**config.mk**
```make
export PLATFORM = sky130hd
export DESIGN_NAME = tod_clock
export DESIGN_NICKNAME = d
export VERILOG_FILES = /design/src/rtl/tod_pkg.sv /design/src/rtl/tod_sequencer.sv /design/src/rtl/tod_calendar.sv /design/src/rtl/tod_readmux.sv /design/src/rtl/tod_clock.sv
export SDC_FILE = /design/constraint.sdc
export NUM_CORES = 1
export LEC_CHECK = 0
export ABC_AREA = 0
export BUFFER_PORTS_ARGS = -buffer_cell sky130_fd_sc_hd__buf_4
export CAP_MARGIN = 0
export CORE_MARGIN = 5
export CORE_UTILIZATION = 50
export DETAILED_ROUTE_END_ITERATION = 12
export PLACE_DENSITY = 0.7
export RECOVER_POWER = 50
export SYNTH_ARGS = -nofsm -noshare
export SYNTH_HDL_FRONTEND = slang
export SYNTH_SLANG_ARGS = --single-unit
```
**constraint.sdc**
```tcl
create_clock -name clk -period 6.4 [get_ports clk]
set_input_delay 0.64 -clock clk [delete_from_list [all_inputs] [get_ports clk]]
set_output_delay 0.64 -clock clk [all_outputs]
set_load 0.005 [all_outputs]
```
**src/rtl/tod_pkg.sv**
```systemverilog
package tod_pkg;

    typedef enum logic [1:0] {
        PH_IDLE,
        PH_LEAD,
        PH_BUSY
    } phase_t;

    typedef struct packed {
        logic [6:0] sec;
        logic [6:0] min;
        logic [6:0] hour;
        logic [6:0] dow;
        logic [6:0] dom;
        logic [6:0] mon;
        logic [6:0] year;
    } tod_time_t;

    localparam int NFIELD = 7;

    // register addresses
    localparam logic [3:0] A_SEC   = 4'd0;
    localparam logic [3:0] A_ASEC  = 4'd1;
    localparam logic [3:0] A_MIN   = 4'd2;
    localparam logic [3:0] A_AMIN  = 4'd3;
    localparam logic [3:0] A_HOUR  = 4'd4;
    localparam logic [3:0] A_AHOUR = 4'd5;
    localparam logic [3:0] A_DOW   = 4'd6;
    localparam logic [3:0] A_DOM   = 4'd7;
    localparam logic [3:0] A_MON   = 4'd8;
    localparam logic [3:0] A_YEAR  = 4'd9;
    localparam logic [3:0] A_STAT  = 4'd10;
    localparam logic [3:0] A_CTRL  = 4'd11;
    localparam logic [3:0] A_FLAG  = 4'd12;

    // control bit positions
    localparam int C_FREEZE = 7;
    localparam int C_AEN    = 5;
    localparam int C_UEN    = 4;
    localparam int C_BIN    = 2;
    localparam int C_H24    = 1;

    function automatic logic [7:0] enc_field(input logic [6:0] v, input logic bin);
        logic [6:0] tens;
        logic [6:0] ones;
        tens = v / 7'd10;
        ones = v % 7'd10;
        return bin ? {1'b0, v} : {tens[3:0], ones[3:0]};
    endfunction

    function automatic logic [6:0] dec_field(input logic [7:0] b, input logic bin);
        logic [6:0] r;
        r = 7'(b[7:4]) * 7'd10 + 7'(b[3:0]);
        return bin ? b[6:0] : r;
    endfunction

    function automatic logic [7:0] enc_hour(input logic [6:0] h, input logic bin, input logic h24);
        logic       pm;
        logic [6:0] h12;
        logic [7:0] e;
        pm  = (h >= 7'd12);
        h12 = pm ? h - 7'd12 : h;
        if (h12 == 7'd0) h12 = 7'd12;
        e = enc_field(h12, bin);
        return h24 ? enc_field(h, bin) : {pm, e[6:0]};
    endfunction

    function automatic logic [6:0] dec_hour(input logic [7:0] b, input logic bin, input logic h24);
        logic [6:0] h12;
        logic [6:0] h;
        h12 = dec_field({1'b0, b[6:0]}, bin);
        h   = (h12 == 7'd12) ? 7'd0 : h12;
        if (b[7]) h = h + 7'd12;
        return h24 ? dec_field(b, bin) : h;
    endfunction

    function automatic logic [6:0] month_days(input logic [6:0] mon, input logic [6:0] year);
        logic [6:0] d;
        case (mon)
            7'd4, 7'd6, 7'd9, 7'd11: d = 7'd30;
            7'd2:                    d = (year[1:0] == 2'b00) ? 7'd29 : 7'd28;
            default:                 d = 7'd31;
        endcase
        return d;
    endfunction

endpackage

```
**src/rtl/tod_sequencer.sv**
```systemverilog
module tod_sequencer
    import tod_pkg::*;
#(
    parameter int TICKS_PER_SEC = 32768,
    parameter int LEAD_TICKS    = 8,
    parameter int BUSY_TICKS    = 65
) (
    input  logic clk,
    input  logic rst_n,
    input  logic ref_tick,
    input  logic freeze,
    output logic uip,
    output logic step,
    output logic done
);
    localparam int CW = $clog2(TICKS_PER_SEC);
    localparam logic [CW-1:0] LAST    = CW'(TICKS_PER_SEC - 1);
    localparam logic [CW-1:0] LEAD_AT = CW'(TICKS_PER_SEC - LEAD_TICKS);
    localparam logic [CW-1:0] BUSY_AT = CW'(BUSY_TICKS);

    typedef struct packed {
        phase_t        phase;
        logic [CW-1:0] pre;
    } seq_t;

    seq_t          s_d, s_q;
    logic [CW-1:0] nxt_d;

    always_comb begin
        s_d   = s_q;
        step  = 1'b0;
        done  = 1'b0;
        nxt_d = (s_q.pre == LAST) ? '0 : s_q.pre + 1'b1;
        if (freeze) begin
            s_d.pre   = '0;
            s_d.phase = PH_IDLE;
        end else if (ref_tick) begin
            s_d.pre = nxt_d;
            case (s_q.phase)
                PH_IDLE: if (nxt_d == LEAD_AT) s_d.phase = PH_LEAD;
                PH_LEAD: if (nxt_d == '0) begin
                    s_d.phase = PH_BUSY;
                    step      = 1'b1;
                end
                PH_BUSY: if (nxt_d == BUSY_AT) begin
                    s_d.phase = PH_IDLE;
                    done      = 1'b1;
                end
                default: s_d.phase = PH_IDLE;
            endcase
        end
    end

    always_ff @(posedge clk) begin
        if (!rst_n) begin
            s_q.phase <= PH_IDLE;
            s_q.pre   <= '0;
        end else begin
            s_q <= s_d;
        end
    end

    assign uip = (s_q.phase != PH_IDLE);

    // the flag drops only when an update ends or the counter is frozen
    a_r3_uip_fall_at_end: assert property (@(posedge clk) disable iff (!rst_n)
        $fell(uip) |-> $past(done || freeze));
    // fields change only inside the window
    a_r3_step_in_window: assert property (@(posedge clk) disable iff (!rst_n)
        step |-> uip);
    // freeze pulls the flag low
    a_r5_freeze_clears_uip: assert property (@(posedge clk) disable iff (!rst_n)
        freeze |=> !uip);

endmodule

```
**src/rtl/tod_calendar.sv**
```systemverilog
module tod_calendar
    import tod_pkg::*;
(
    input  logic              clk,
    input  logic              rst_n,
    input  logic              step,
    input  logic [NFIELD-1:0] wr_mask,
    input  tod_time_t         wr_val,
    output tod_time_t         tm
);
    tod_time_t t_d, t_q;

    always_comb begin
        t_d = t_q;
        if (step) begin
            if (t_q.sec >= 7'd59) begin
                t_d.sec = 7'd0;
                if (t_q.min >= 7'd59) begin
                    t_d.min = 7'd0;
                    if (t_q.hour >= 7'd23) begin
                        t_d.hour = 7'd0;
                        t_d.dow  = (t_q.dow >= 7'd7) ? 7'd1 : t_q.dow + 7'd1;
                        if (t_q.dom >= month_days(t_q.mon, t_q.year)) begin
                            t_d.dom = 7'd1;
                            if (t_q.mon >= 7'd12) begin
                                t_d.mon  = 7'd1;
                                t_d.year = (t_q.year >= 7'd99) ? 7'd0 : t_q.year + 7'd1;
                            end else begin
                                t_d.mon = t_q.mon + 7'd1;
                            end
                        end else begin
                            t_d.dom = t_q.dom + 7'd1;
                        end
                    end else begin
                        t_d.hour = t_q.hour + 7'd1;
                    end
                end else begin
                    t_d.min = t_q.min + 7'd1;
                end
            end else begin
                t_d.sec = t_q.sec + 7'd1;
            end
        end
        if (wr_mask[0]) t_d.sec  = wr_val.sec;
        if (wr_mask[1]) t_d.min  = wr_val.min;
        if (wr_mask[2]) t_d.hour = wr_val.hour;
        if (wr_mask[3]) t_d.dow  = wr_val.dow;
        if (wr_mask[4]) t_d.dom  = wr_val.dom;
        if (wr_mask[5]) t_d.mon  = wr_val.mon;
        if (wr_mask[6]) t_d.year = wr_val.year;
    end

    always_ff @(posedge clk) begin
        if (!rst_n) begin
            t_q <= '{sec: 7'd0, min: 7'd0, hour: 7'd0, dow: 7'd1,
                     dom: 7'd1, mon: 7'd1, year: 7'd0};
        end else begin
            t_q <= t_d;
        end
    end

    assign tm = t_q;

    // with no advance and no write the time holds
    a_r2_hold: assert property (@(posedge clk) disable iff (!rst_n)
        (!step && wr_mask == '0) |=> $stable(t_q));
    // seconds step by exactly one below the minute boundary
    a_r2_sec_step: assert property (@(posedge clk) disable iff (!rst_n)
        (step && wr_mask == '0 && t_q.sec < 7'd59) |=> (t_q.sec == $past(t_q.sec) + 7'd1));

endmodule

```
**src/rtl/tod_readmux.sv**
```systemverilog
module tod_readmux
    import tod_pkg::*;
(
    input  logic [3:0] rd_addr,
    input  tod_time_t  tm,
    input  logic [6:0] alm_sec,
    input  logic [6:0] alm_min,
    input  logic [6:0] alm_hour,
    input  logic [7:0] ctl,
    input  logic       af,
    input  logic       uf,
    input  logic       irq,
    input  logic       uip,
    output logic [7:0] rd_data
);
    logic bin, h24;
    assign bin = ctl[C_BIN];
    assign h24 = ctl[C_H24];

    always_comb begin
        case (rd_addr)
            A_SEC:   rd_data = enc_field(tm.sec, bin);
            A_ASEC:  rd_data = enc_field(alm_sec, bin);
            A_MIN:   rd_data = enc_field(tm.min, bin);
            A_AMIN:  rd_data = enc_field(alm_min, bin);
            A_HOUR:  rd_data = enc_hour(tm.hour, bin, h24);
            A_AHOUR: rd_data = enc_hour(alm_hour, bin, h24);
            A_DOW:   rd_data = enc_field(tm.dow, bin);
            A_DOM:   rd_data = enc_field(tm.dom, bin);
            A_MON:   rd_data = enc_field(tm.mon, bin);
            A_YEAR:  rd_data = enc_field(tm.year, bin);
            A_STAT:  rd_data = {uip, 7'd0};
            A_CTRL:  rd_data = ctl;
            A_FLAG:  rd_data = {irq, 1'b0, af, uf, 4'd0};
            default: rd_data = 8'd0;
        endcase
    end

endmodule

```
**src/rtl/tod_clock.sv**
```systemverilog
module tod_clock
    import tod_pkg::*;
#(
    parameter int TICKS_PER_SEC = 32768,
    parameter int LEAD_TICKS    = 8,
    parameter int BUSY_TICKS    = 65
) (
    input  logic       clk,
    input  logic       rst_n,
    input  logic       ref_tick,
    input  logic       wr_en,
    input  logic [3:0] wr_addr,
    input  logic [7:0] wr_data,
    input  logic       rd_en,
    input  logic [3:0] rd_addr,
    output logic [7:0] rd_data,
    output logic       uip,
    output logic       irq
);
    typedef struct packed {
        logic [7:0] ctl;
        logic [6:0] asec;
        logic [6:0] amin;
        logic [6:0] ahour;
        logic       af;
        logic       uf;
    } regs_t;

    regs_t             r_d, r_q;
    logic              seq_step, seq_done;
    logic [NFIELD-1:0] wr_mask;
    tod_time_t         wr_val, tm;
    logic              bin, h24, match, clr;

    assign bin = r_q.ctl[C_BIN];
    assign h24 = r_q.ctl[C_H24];

    tod_sequencer #(
        .TICKS_PER_SEC(TICKS_PER_SEC),
        .LEAD_TICKS   (LEAD_TICKS),
        .BUSY_TICKS   (BUSY_TICKS)
    ) u_seq (
        .clk     (clk),
        .rst_n   (rst_n),
        .ref_tick(ref_tick),
        .freeze  (r_q.ctl[C_FREEZE]),
        .uip     (uip),
        .step    (seq_step),
        .done    (seq_done)
    );

    always_comb begin
        wr_val.sec  = dec_field(wr_data, bin);
        wr_val.min  = dec_field(wr_data, bin);
        wr_val.hour = dec_hour(wr_data, bin, h24);
        wr_val.dow  = dec_field(wr_data, bin);
        wr_val.dom  = dec_field(wr_data, bin);
        wr_val.mon  = dec_field(wr_data, bin);
        wr_val.year = dec_field(wr_data, bin);
        wr_mask[0]  = wr_en && (wr_addr == A_SEC);
        wr_mask[1]  = wr_en && (wr_addr == A_MIN);
        wr_mask[2]  = wr_en && (wr_addr == A_HOUR);
        wr_mask[3]  = wr_en && (wr_addr == A_DOW);
        wr_mask[4]  = wr_en && (wr_addr == A_DOM);
        wr_mask[5]  = wr_en && (wr_addr == A_MON);
        wr_mask[6]  = wr_en && (wr_addr == A_YEAR);
    end

    tod_calendar u_cal (
        .clk    (clk),
        .rst_n  (rst_n),
        .step   (seq_step),
        .wr_mask(wr_mask),
        .wr_val (wr_val),
        .tm     (tm)
    );

    assign match = (tm.sec == r_q.asec) && (tm.min == r_q.amin) && (tm.hour == r_q.ahour);
    assign clr   = rd_en && (rd_addr == A_FLAG);

    always_comb begin
        r_d = r_q;
        if (clr) begin
            r_d.af = 1'b0;
            r_d.uf = 1'b0;
        end
        if (seq_done) begin
            r_d.uf = 1'b1;
            if (match) r_d.af = 1'b1;
        end
        if (wr_en) begin
            case (wr_addr)
                A_ASEC:  r_d.asec  = dec_field(wr_data, bin);
                A_AMIN:  r_d.amin  = dec_field(wr_data, bin);
                A_AHOUR: r_d.ahour = dec_hour(wr_data, bin, h24);
                A_CTRL:  r_d.ctl   = wr_data;
                default: ;
            endcase
        end
    end

    always_ff @(posedge clk) begin
        if (!rst_n) begin
            r_q <= '{ctl: 8'h02, asec: 7'd0, amin: 7'd0, ahour: 7'd0, af: 1'b0, uf: 1'b0};
        end else begin
            r_q <= r_d;
        end
    end

    assign irq = (r_q.af && r_q.ctl[C_AEN]) || (r_q.uf && r_q.ctl[C_UEN]);

    tod_readmux u_rd (
        .rd_addr (rd_addr),
        .tm      (tm),
        .alm_sec (r_q.asec),
        .alm_min (r_q.amin),
        .alm_hour(r_q.ahour),
        .ctl     (r_q.ctl),
        .af      (r_q.af),
        .uf      (r_q.uf),
        .irq     (irq),
        .uip     (uip),
        .rd_data (rd_data)
    );

    // an update end always leaves the update flag set, even against a clear
    a_r8_uf_after_done: assert property (@(posedge clk) disable iff (!rst_n)
        seq_done |=> r_q.uf);
    // the alarm flag rises only at the end of an update
    a_r8_af_only_at_done: assert property (@(posedge clk) disable iff (!rst_n)
        $rose(r_q.af) |-> $past(seq_done));
    // a clearing read with no event empties both flags
    a_r10_clear: assert property (@(posedge clk) disable iff (!rst_n)
        (clr && !seq_done) |=> (!r_q.af && !r_q.uf));

endmodule

```
# == Yosys cells after proc, flatten, opt, wreduce, memory -nomap -nowiden ==
# Cells that the tools add are included.
# word_totals
input_bits,21
register_bits,97
out_inout_bits,10
# op_classes
n_mul,2
div,24
n_eq_ne,39
reduce_logical,60
muxes,68
addsub,13
n_lt_le_gt_ge,9
bitwise,1
# ops
cell,n
$mux 7,32
$pmux 8 s13,1
$mux 8,12
$div 7x4->7 const B,12
$mod 7x4->7 const B,12
$reduce_bool 2->1,27
$add 7x1->7 const B,7
$mux 49,1
$mux 42,1
$mux 35,1
$eq 4x3->1 const B,8
$eq 4x4->1 const B,8
$eq 15x15->1 const B,2
$mux 28,1
$eq 7x4->1 const B,3
$eq 7x7->1,3
$ge 7x4->1 const B,3
$eq 4x2->1 const B,4
$add 15x1->15 const B,1
$eq 15x7->1 const B,1
$logic_not 15->1,1
$mux 15,1
$add 7x4->7,2
$eq 7x3->1 const B,2
32 further kinds,70

# == Logic depth before layout (Yosys ltp) ==
# Gate-level depths: netlist of the first run.
# logic_depth
depth_word,15
depth_mapped,31
ltp_nobuf,29

# == Hierarchy ==
# A second synthesis of the first run with hierarchy kept.
# hier_totals
cells_unflattened,2005
hier_area_um2,13807.0
# modules_own_cells
module,seq_area_each_um2,n_inst,cells_per_inst,area_per_inst_um2
tod_readmux,0.0,1,1205,7334.5
tod_calendar,980.9,1,366,2900.3
tod_clock,620.6,1,255,2193.4
tod_sequencer,340.3,1,179,1378.8

# == Worst setup path after synthesis of the first run ==
# Ideal clock, no wire load.
# synth_timing
kind,reg-to-output
start,register u_cal.t_q (netlist bit u_cal.tm[29])
end,output port rd_data[1]
n_path_buf,2
stages_incl_launch_ff,25
path_slack_ns,0.454
arrival_ns,5.306
cell_sequence,dfxtp_1 clkbuf_1 inv_1 ha_1 clkbuf_1 a211oi_1 a21oi_1 ha_1 a21oi_1 mux2_2 a221o_1 and2_1 ha_1 inv_1 o41ai_1 a41oi_1 nand4_1 a22oi_1 ha_1 nand2_1 a21oi_2 mux2_2 o211ai_1 mux2_2 nand4_1
# synth_between
elab_chain_len,9
# synth_rtl
element,line,text
start: declaration,tod_calendar.sv:11,"tod_time_t t_d, t_q;"
start signal: assignment,tod_calendar.sv:55,"t_q <= '{sec: 7'd0, min: 7'd0, hour: 7'd0, dow: 7'd1,"
start signal: assignment,tod_calendar.sv:58,t_q <= t_d;
$sub 7x4->7 / $ge 7x4->1 (equally long branches),"tod_pkg.sv:62, tod_pkg.sv:61",
$mux 7,tod_pkg.sv:62,h12 = pm ? h - 7'd12 : h;
$logic_not 7->1,tod_pkg.sv:63,if (h12 == 7'd0) h12 = 7'd12;
$mux 7,tod_pkg.sv:63,
$mux 7,tod_readmux.sv:21,case (rd_addr)
$mod 7x4->7,tod_pkg.sv:47,ones = v % 7'd10;
$mux 7,tod_pkg.sv:48,"return bin ? {1'b0, v} : {tens[3:0], ones[3:0]};"
$mux 8 (*),tod_pkg.sv:65,"return h24 ? enc_field(h, bin) : {pm, e[6:0]};"
$pmux 8 s13 (*),tod_readmux.sv:21,
end: declaration,tod_clock.sv:16,"output logic [7:0] rd_data,"
# Every way passes the cells marked *; elsewhere a longest branch is shown, timed or not. The select of a mux whose other input is x is not followed.

# == Worst setup path after layout of the first run ==
# layout_timing
start,register r_q[4] in the netlist's numbering
end,output port rd_data[2]
# layout_between
elab_chain_len,9
# layout_rtl
element,line,text
start: declaration,tod_clock.sv:29,"regs_t r_d, r_q;"
start signal: assignment,tod_clock.sv:104,"r_q <= '{ctl: 8'h02, asec: 7'd0, amin: 7'd0, ahour: 7'd0, af: 1'b0, uf: 1'b0};"
start signal: assignment,tod_clock.sv:106,r_q <= r_d;
$sub 7x4->7 / $ge 7x4->1 (equally long branches),"tod_pkg.sv:62, tod_pkg.sv:61",
$mux 7,tod_pkg.sv:62,
$logic_not 7->1,tod_pkg.sv:63,
$mux 7,tod_pkg.sv:63,
$mux 7,tod_readmux.sv:21,
$mod 7x4->7,tod_pkg.sv:47,
$mux 7,tod_pkg.sv:48,
$mux 8 (*),tod_pkg.sv:65,
$pmux 8 s13 (*),tod_readmux.sv:21,
# Marked as above.

==> results of run 1 <==
-- worst register-to-register path: stages, from the launching register on --
cell      delay [ps]
dfxtp_1         2130
clkbuf_1        1170
mux2i_1          800
nand3b_1         190
or4_1            490
a21o_1           220
a21oi_1          480
a211oi_1         180
-- kinds of logic after synthesis --
family | after synthesis | synth area share [%]
buffers and inverters | 251 | 6.97
and+or+nand+nor | 818 | 30.6
AOI/OAI and AO/OA | 670 | 32.7
adders and majority gates | 70 | 6.43
muxes | 54 | 4.38
DFF | 97 | 14.1
xor gates and xnor gates | 76 | 4.84
-- state kept, by name, summed over array words and instances (netlist names) --
name	count
bin	1
h24	1
r_q	29
u_cal.tm	49
u_seq.s_q	17
-- cell usage after synthesis, drive strengths merged, types with 14 or more instances --
library cell / number / area [µm²]
nor2: 203 / 762
nand2: 172 / 646
a21oi: 152 / 764
o21ai: 147 / 736
clkbuf: 126 / 473
dfxtp: 97 / 1940
inv: 85 / 319
nand3: 71 / 368
ha: 65 / 813
nor3: 64 / 320
nor2b: 52 / 325
nand2b: 51 / 319
a211oi: 49 / 373
xnor2: 44 / 385
mux2i: 41 / 410
a31oi: 38 / 238
buf: 36 / 151
xor2: 32 / 280
o211ai: 26 / 195
nor4: 25 / 163
nand4: 24 / 156
a22oi: 23 / 173
or3: 22 / 138
and3: 21 / 131
a21o: 20 / 150
nor3b: 20 / 150
o31ai: 20 / 155
or2: 18 / 113
a311oi: 14 / 123
nand3b: 14 / 105
-- final cells by class --
cell class	count	area, µm²	area share (%)
Inverter	89	337	2.27
Tap cell	341	427	2.88
Multi-Input combinational cell	1688	11100	74.8
Sequential cell	97	1950	13.2
Clock buffer	11	233	1.57
Timing Repair Buffer	101	751	5.06
Clock inverter	5	38.8	0.262
-- routing by layer --
metal,share of wire [%],GRT usage [%]
met5,0,0
met4,4.2,11.0
met3,9.4,5.70
met2,43,45.1
met1,43,41.5
-- worst min-delay path by stage --
| stage | start | endpoint | slack (ps) | cells past startpoint |
|---|---|---|---|---|
| detailed placement | u_seq.s_q[15]$_SDFFE_PP0P_ | u_seq.s_q[15]$_SDFFE_PP0P_ | 490 | 2 |
| global route | wr_data[3] | r_q[26]$_SDFFE_PN0P_ | 540 | 3 |
| floorplan | r_q[23]$_SDFFE_PN0P_ | r_q[23]$_SDFFE_PN0P_ | 460 | 2 |
| global placement | u_seq.s_q[15]$_SDFFE_PP0P_ | u_seq.s_q[15]$_SDFFE_PP0P_ | 490 | 2 |
| finish | u_seq.s_q[15]$_SDFFE_PP0P_ | u_seq.s_q[15]$_SDFFE_PP0P_ | 510 | 2 |
| CTS | u_seq.s_q[15]$_SDFFE_PP0P_ | u_seq.s_q[15]$_SDFFE_PP0P_ | 510 | 2 |
-- report_power, final --
group          internal, µW  switching [µW]  leakage, µW
clock network           267             262     0.000131
registers               617            48.6     0.000787
logic                   307             451      0.00453
-- what timing repair did --
action,in CTS,in global routing
pin swaps,9,29
setup endpoints to repair,4,5
buffers inserted,17,14
resized for setup,13,50
-- stage by stage --
step	hold WS, ps	instance area [µm²]	instances	utilization, %	setup slack (ps)
3_3_place_gp	486	14100	2284	52.1	195
5_1_grt	543	14800	2332	54.9	-64.1
4_1_cts	505	14500	2317	53.7	4.19
6_report	511	14800	2332	54.9	229
3_5_place_dp	492	14100	2284	52.1	-73.9
2_1_floorplan	460	13700	2036	-	454
==> out/metrics.yaml, run 1 <==
final_layout:
  antenna_cells: 0
  n_fill_cell: 2670
  final_cell_mix: "201 x nor2_1, 168 x nand2_1, 147 x a21oi_1, 146 x o21ai_0, 95 x buf_4"
  final_common_cell: "nor2_1"
  syn_to_final_growth_pct: 7.90
  fin_nets: 2074
  drive_gt1_share_pct: 10.8
power_and_ir_drop:
  p_per_area_mw_per_mm2: 132
  vdd_drop_max_uv: 145
  total_power_uw: 1950
  power_leakage_uw: 0.00545
setup_path:
  critical_path.startpoint: "r_q[4]$_SDFFE_PN0P_"
  critPathMaxStageDelay_ps: 390
  end_kind: "primary output"
  reg2regPathDepth: 7
  reg2reg_to: "u_cal.tm[30]$_SDFFE_PN0P_"
  crit_cells: 29
  endpoint: "rd_data[2]"
  required_ps: 5760
  critPathKind: "reg -> out"
  arrival_ps: 5530
  rrSetupSlack_ps: 510
  crit_fanout: 4
  reg2reg_from: "bin$_SDFFE_PN0P_"
  slowest_stage: "or3b_4"
  path_delay_family: "compound AO/OA/AOI/OAI gates"
  path_buf_inv: 2
  critPathLaunchType: "flop"
sta:
  worst_pin_slew_ps: 2670
  maxSlewViolCount: 134
  maxSlewHeadroom_pct: -78.2
  skew_ps: 9.74
  setup_viol: 0
  hold_viol: 0
  finalCriticalPeriod_ps: 6170
  max_freq_mhz: 162
  tns_ps: 0
  fin_crit_sh_pct: 96.4
clock_network:
  clk_latency_ps: 360
  cts_buffers: 9
  cts_max_path_buffers: 2
  root_buffer: "clkbuf_16"
  htreeDepth: 3
  cts_hold_buf: 0
  cts_tree: "done"
  clk_pin_slew_worst_paths_ps: 70
  cts.sinks: 97
routing:
  wl_per_cell_um: 20.6
  drtAntennaViolNets: 0
  drt_first_pass_iters: 6
  drt_wl_total_um: 48100
  viasPerCell: 6.73
  drc: 0
  vias: 15700
  drt_iter0_drc: 2117
status:
  status: "finished with violations"
  violations: "max-capacitance violations, max-slew violations"
floorplanning:
  ios: 31
  core_mm2: 0.0270
  initial_core_util_pct: 50.9
  die_w_um: 176
  row_count: 60
  die_h_um: 176
  die_area_mm2: 0.0309
grt:
  grt_max_degree: 73
  grt_pass1_vias: 13800
  grt_pass1_wl_um: 75200
  antenna_found_initial: 0
  gr-total-overflow: 0
  track_usage_pct: 29.6
yosys:
  avgSynthCellArea_um2: 6.75
  synth_flop_cell: "dfxtp_1"
  yosys_warnings: 0
  synth.yosys.seq_area_share_pct: 14.1
  synthCells: 2036
  syn-num-nets: 2124
  synthArstFlopShare_pct: 0
  ys_ff_latch: 97
  synth_edf_count: 0
  ys_types: 90
  synth_area_mm2: 0.0137
placed_design:
  dp_hpwl_um: 34900
  port_buffers: 30
  gp_congestion: 0.983
run:
  max_cap_viol_count: 2
worst_hold_path:
  min_path_type: "reg -> reg"
No activity file was read; power rests on OpenSTA's default activity.
==> run 2: changes to the inputs <==
--- a/config.mk
+++ b/config.mk
@@ -11,8 +11,9 @@
 export CORE_MARGIN = 5
 export CORE_UTILIZATION = 50
 export DETAILED_ROUTE_END_ITERATION = 12
-export PLACE_DENSITY = 0.7
+export PLACE_DENSITY = 0.73
 export RECOVER_POWER = 50
+export REMOVE_ABC_BUFFERS = 1
 export SYNTH_ARGS = -nofsm -noshare
 export SYNTH_HDL_FRONTEND = slang
 export SYNTH_SLANG_ARGS = --single-unit
==> constraint.sdc (replaced) <==
create_clock -name clk -period 5.4 [get_ports clk]
set_input_delay 0.54 -clock clk [delete_from_list [all_inputs] [get_ports clk]]
set_output_delay 0.54 -clock clk [all_outputs]
set_load 0.005 [all_outputs]
==> out/metrics.yaml, run 2 (synthesis results as in run 1) <==
status:
  status: "finished with violations"
  violations: "max-capacitance violations, max-slew violations, negative setup slack"
placed_design:
  gp_congestion: 0.989
  port_buffers: 30
  dp_hpwl_um: 34800
setup_path:
  end_kind: "primary output"
  critPathLaunchType: "flop"
  arrival_ps: 5330
  critPathMaxStageDelay_ps: 380
  crit_fanout: 4
  cp_common_cell: "buf_4"
  required_ps: 4860
  critPathKind: "reg -> out"
  slowest_stage: "or3b_4"
clock_network:
  root_buffer: "clkbuf_16"
  cts_hold_buf: 0
  clk_latency_ps: 350
  cts_tree: "done"
  cts_max_path_buffers: 2
  cts.sinks: 97
  htreeDepth: 3
  cts_buffers: 9
  clk_pin_slew_worst_paths_ps: 70
routing:
  wl_per_cell_um: 19.9
  drtAntennaViolNets: 0
  drt_iter0_drc: 2265
  drt_wl_total_um: 48100
  viasPerCell: 6.72
  drt_first_pass_iters: 6
  vias: 16200
  drc: 0
sta:
  worst_pin_slew_ps: 2440
  maxSlewViolCount: 51
  finalCriticalPeriod_ps: 5870
  rsz0062_at_grt: "true"
  fin_crit_sh_pct: 109
  fin_ws_ps: -469
  setup_viol: 5
  max_freq_mhz: 170
  hold_viol: 0
  maxSlewHeadroom_pct: -62.7
  skew_ps: 8.15
  hold_ws_ps: 454
final_layout:
  final_cell_mix: "201 x nor2_1, 174 x buf_4, 167 x nand2_1, 145 x o21ai_0, 144 x a21oi_1"
  syn_to_final_growth_pct: 13.2
  final_core_util_pct: 57.6
  n_fill_cell: 2569
  fin_nets: 2157
  final_common_cell: "nor2_1"
  antenna_cells: 0
  largest_reg_flops: 49
  drive_gt1_share_pct: 15.5
grt:
  track_usage_pct: 29.5
  antenna_found_initial: 0
  grt_pass1_wl_um: 76100
  gr-total-overflow: 0
  grt_pass1_vias: 14500
  grt_max_degree: 51
power_and_ir_drop:
  power_leakage_uw: 0.00583
  vdd_drop_max_uv: 150
  p_per_area_mw_per_mm2: 153
floorplanning:
  die_w_um: 176
  die_area_mm2: 0.0309
  die_h_um: 176
  initial_core_util_pct: 50.9
  core_mm2: 0.0270
  row_count: 60
  ios: 31
run:
  max_cap_viol_count: 1
worst_hold_path:
  min_path_type: "in -> reg"
[run 2: area by class of cell]
| cell class | count | area (µm²) | area share [%] |
|---|---|---|---|
| clock inverter | 3 | 17.5 | 0.113 |
| inverter | 89 | 343 | 2.20 |
| sequential | 97 | 1950 | 12.6 |
| multi-input combinational | 1688 | 11200 | 71.8 |
| tap | 341 | 427 | 2.74 |
| timing repair buffer | 184 | 1400 | 8.98 |
| clock buffer | 13 | 250 | 1.61 |
[run 2: timing repair]
| item | CTS | global route |
|---|---|---|
| setup endpoints to repair | 5 | 5 |
| buffers inserted | 32 | 13 |
| pin swaps | 37 | 30 |
| gates resized for setup | 60 | 30 |
[run 2: where the power goes]
| group | switching, µW | total, µW | internal, µW |
|---|---|---|---|
| clock network | 287 | 612 | 325 |
| logic | 570 | 997 | 427 |
| registers | 43.9 | 775 | 732 |
| total | 901 | 2380 | 1480 |
[run 2: stage by stage]
step	cells	power, µW	TNS, ps	setup slack, ps	cell area [µm²]
finish	2415	2380	-1350	-469	15600
global route	2415	2490	-2330	-766	15600
CTS	2406	2310	-746	-316	15400
detailed placement	2358	1630	-956	-363	14600
global placement	2358	1610	-204	-179	14600
floorplan	1874	1300	-2700	-886	13100
[run 2: worst paths after layout]
kind	cells after the start	to	slack (ps)	start
worst max-delay path	29	rd_data[2]	-470	r_q[5]$_SDFFE_PN0P_
worst min-delay path	3	bin$_SDFFE_PN0P_	450	wr_data[2]
worst max register to register	10	u_cal.tm[6]$_SDFFE_PN0P_	1330	u_seq.s_q[0]$_SDFFE_PP0P_
worst min register to register	2	r_q[23]$_SDFFE_PN0P_	500	r_q[23]$_SDFFE_PN0P_
[run 2: worst max-delay path, delay by kind of cell, from the launching register on]
kind / cells / cell delay [ps]
AOI/OAI and AO/OA: 10 / 1710
xor gates and xnor gates: 2 / 260
buffers and inverters: 5 / 570
and+or+nand+nor: 8 / 1180
adders and majority gates: 4 / 900
DFF: 1 / 360
[run 2: per-layer routing]
metal	wire, µm	global-route usage (%)	up-vias
li1	-	-	7643
met1	20500	40.9	7588
met2	21000	45.8	867
met3	4620	4.54	130
met4	1950	11.9	0
met5	0	0	-
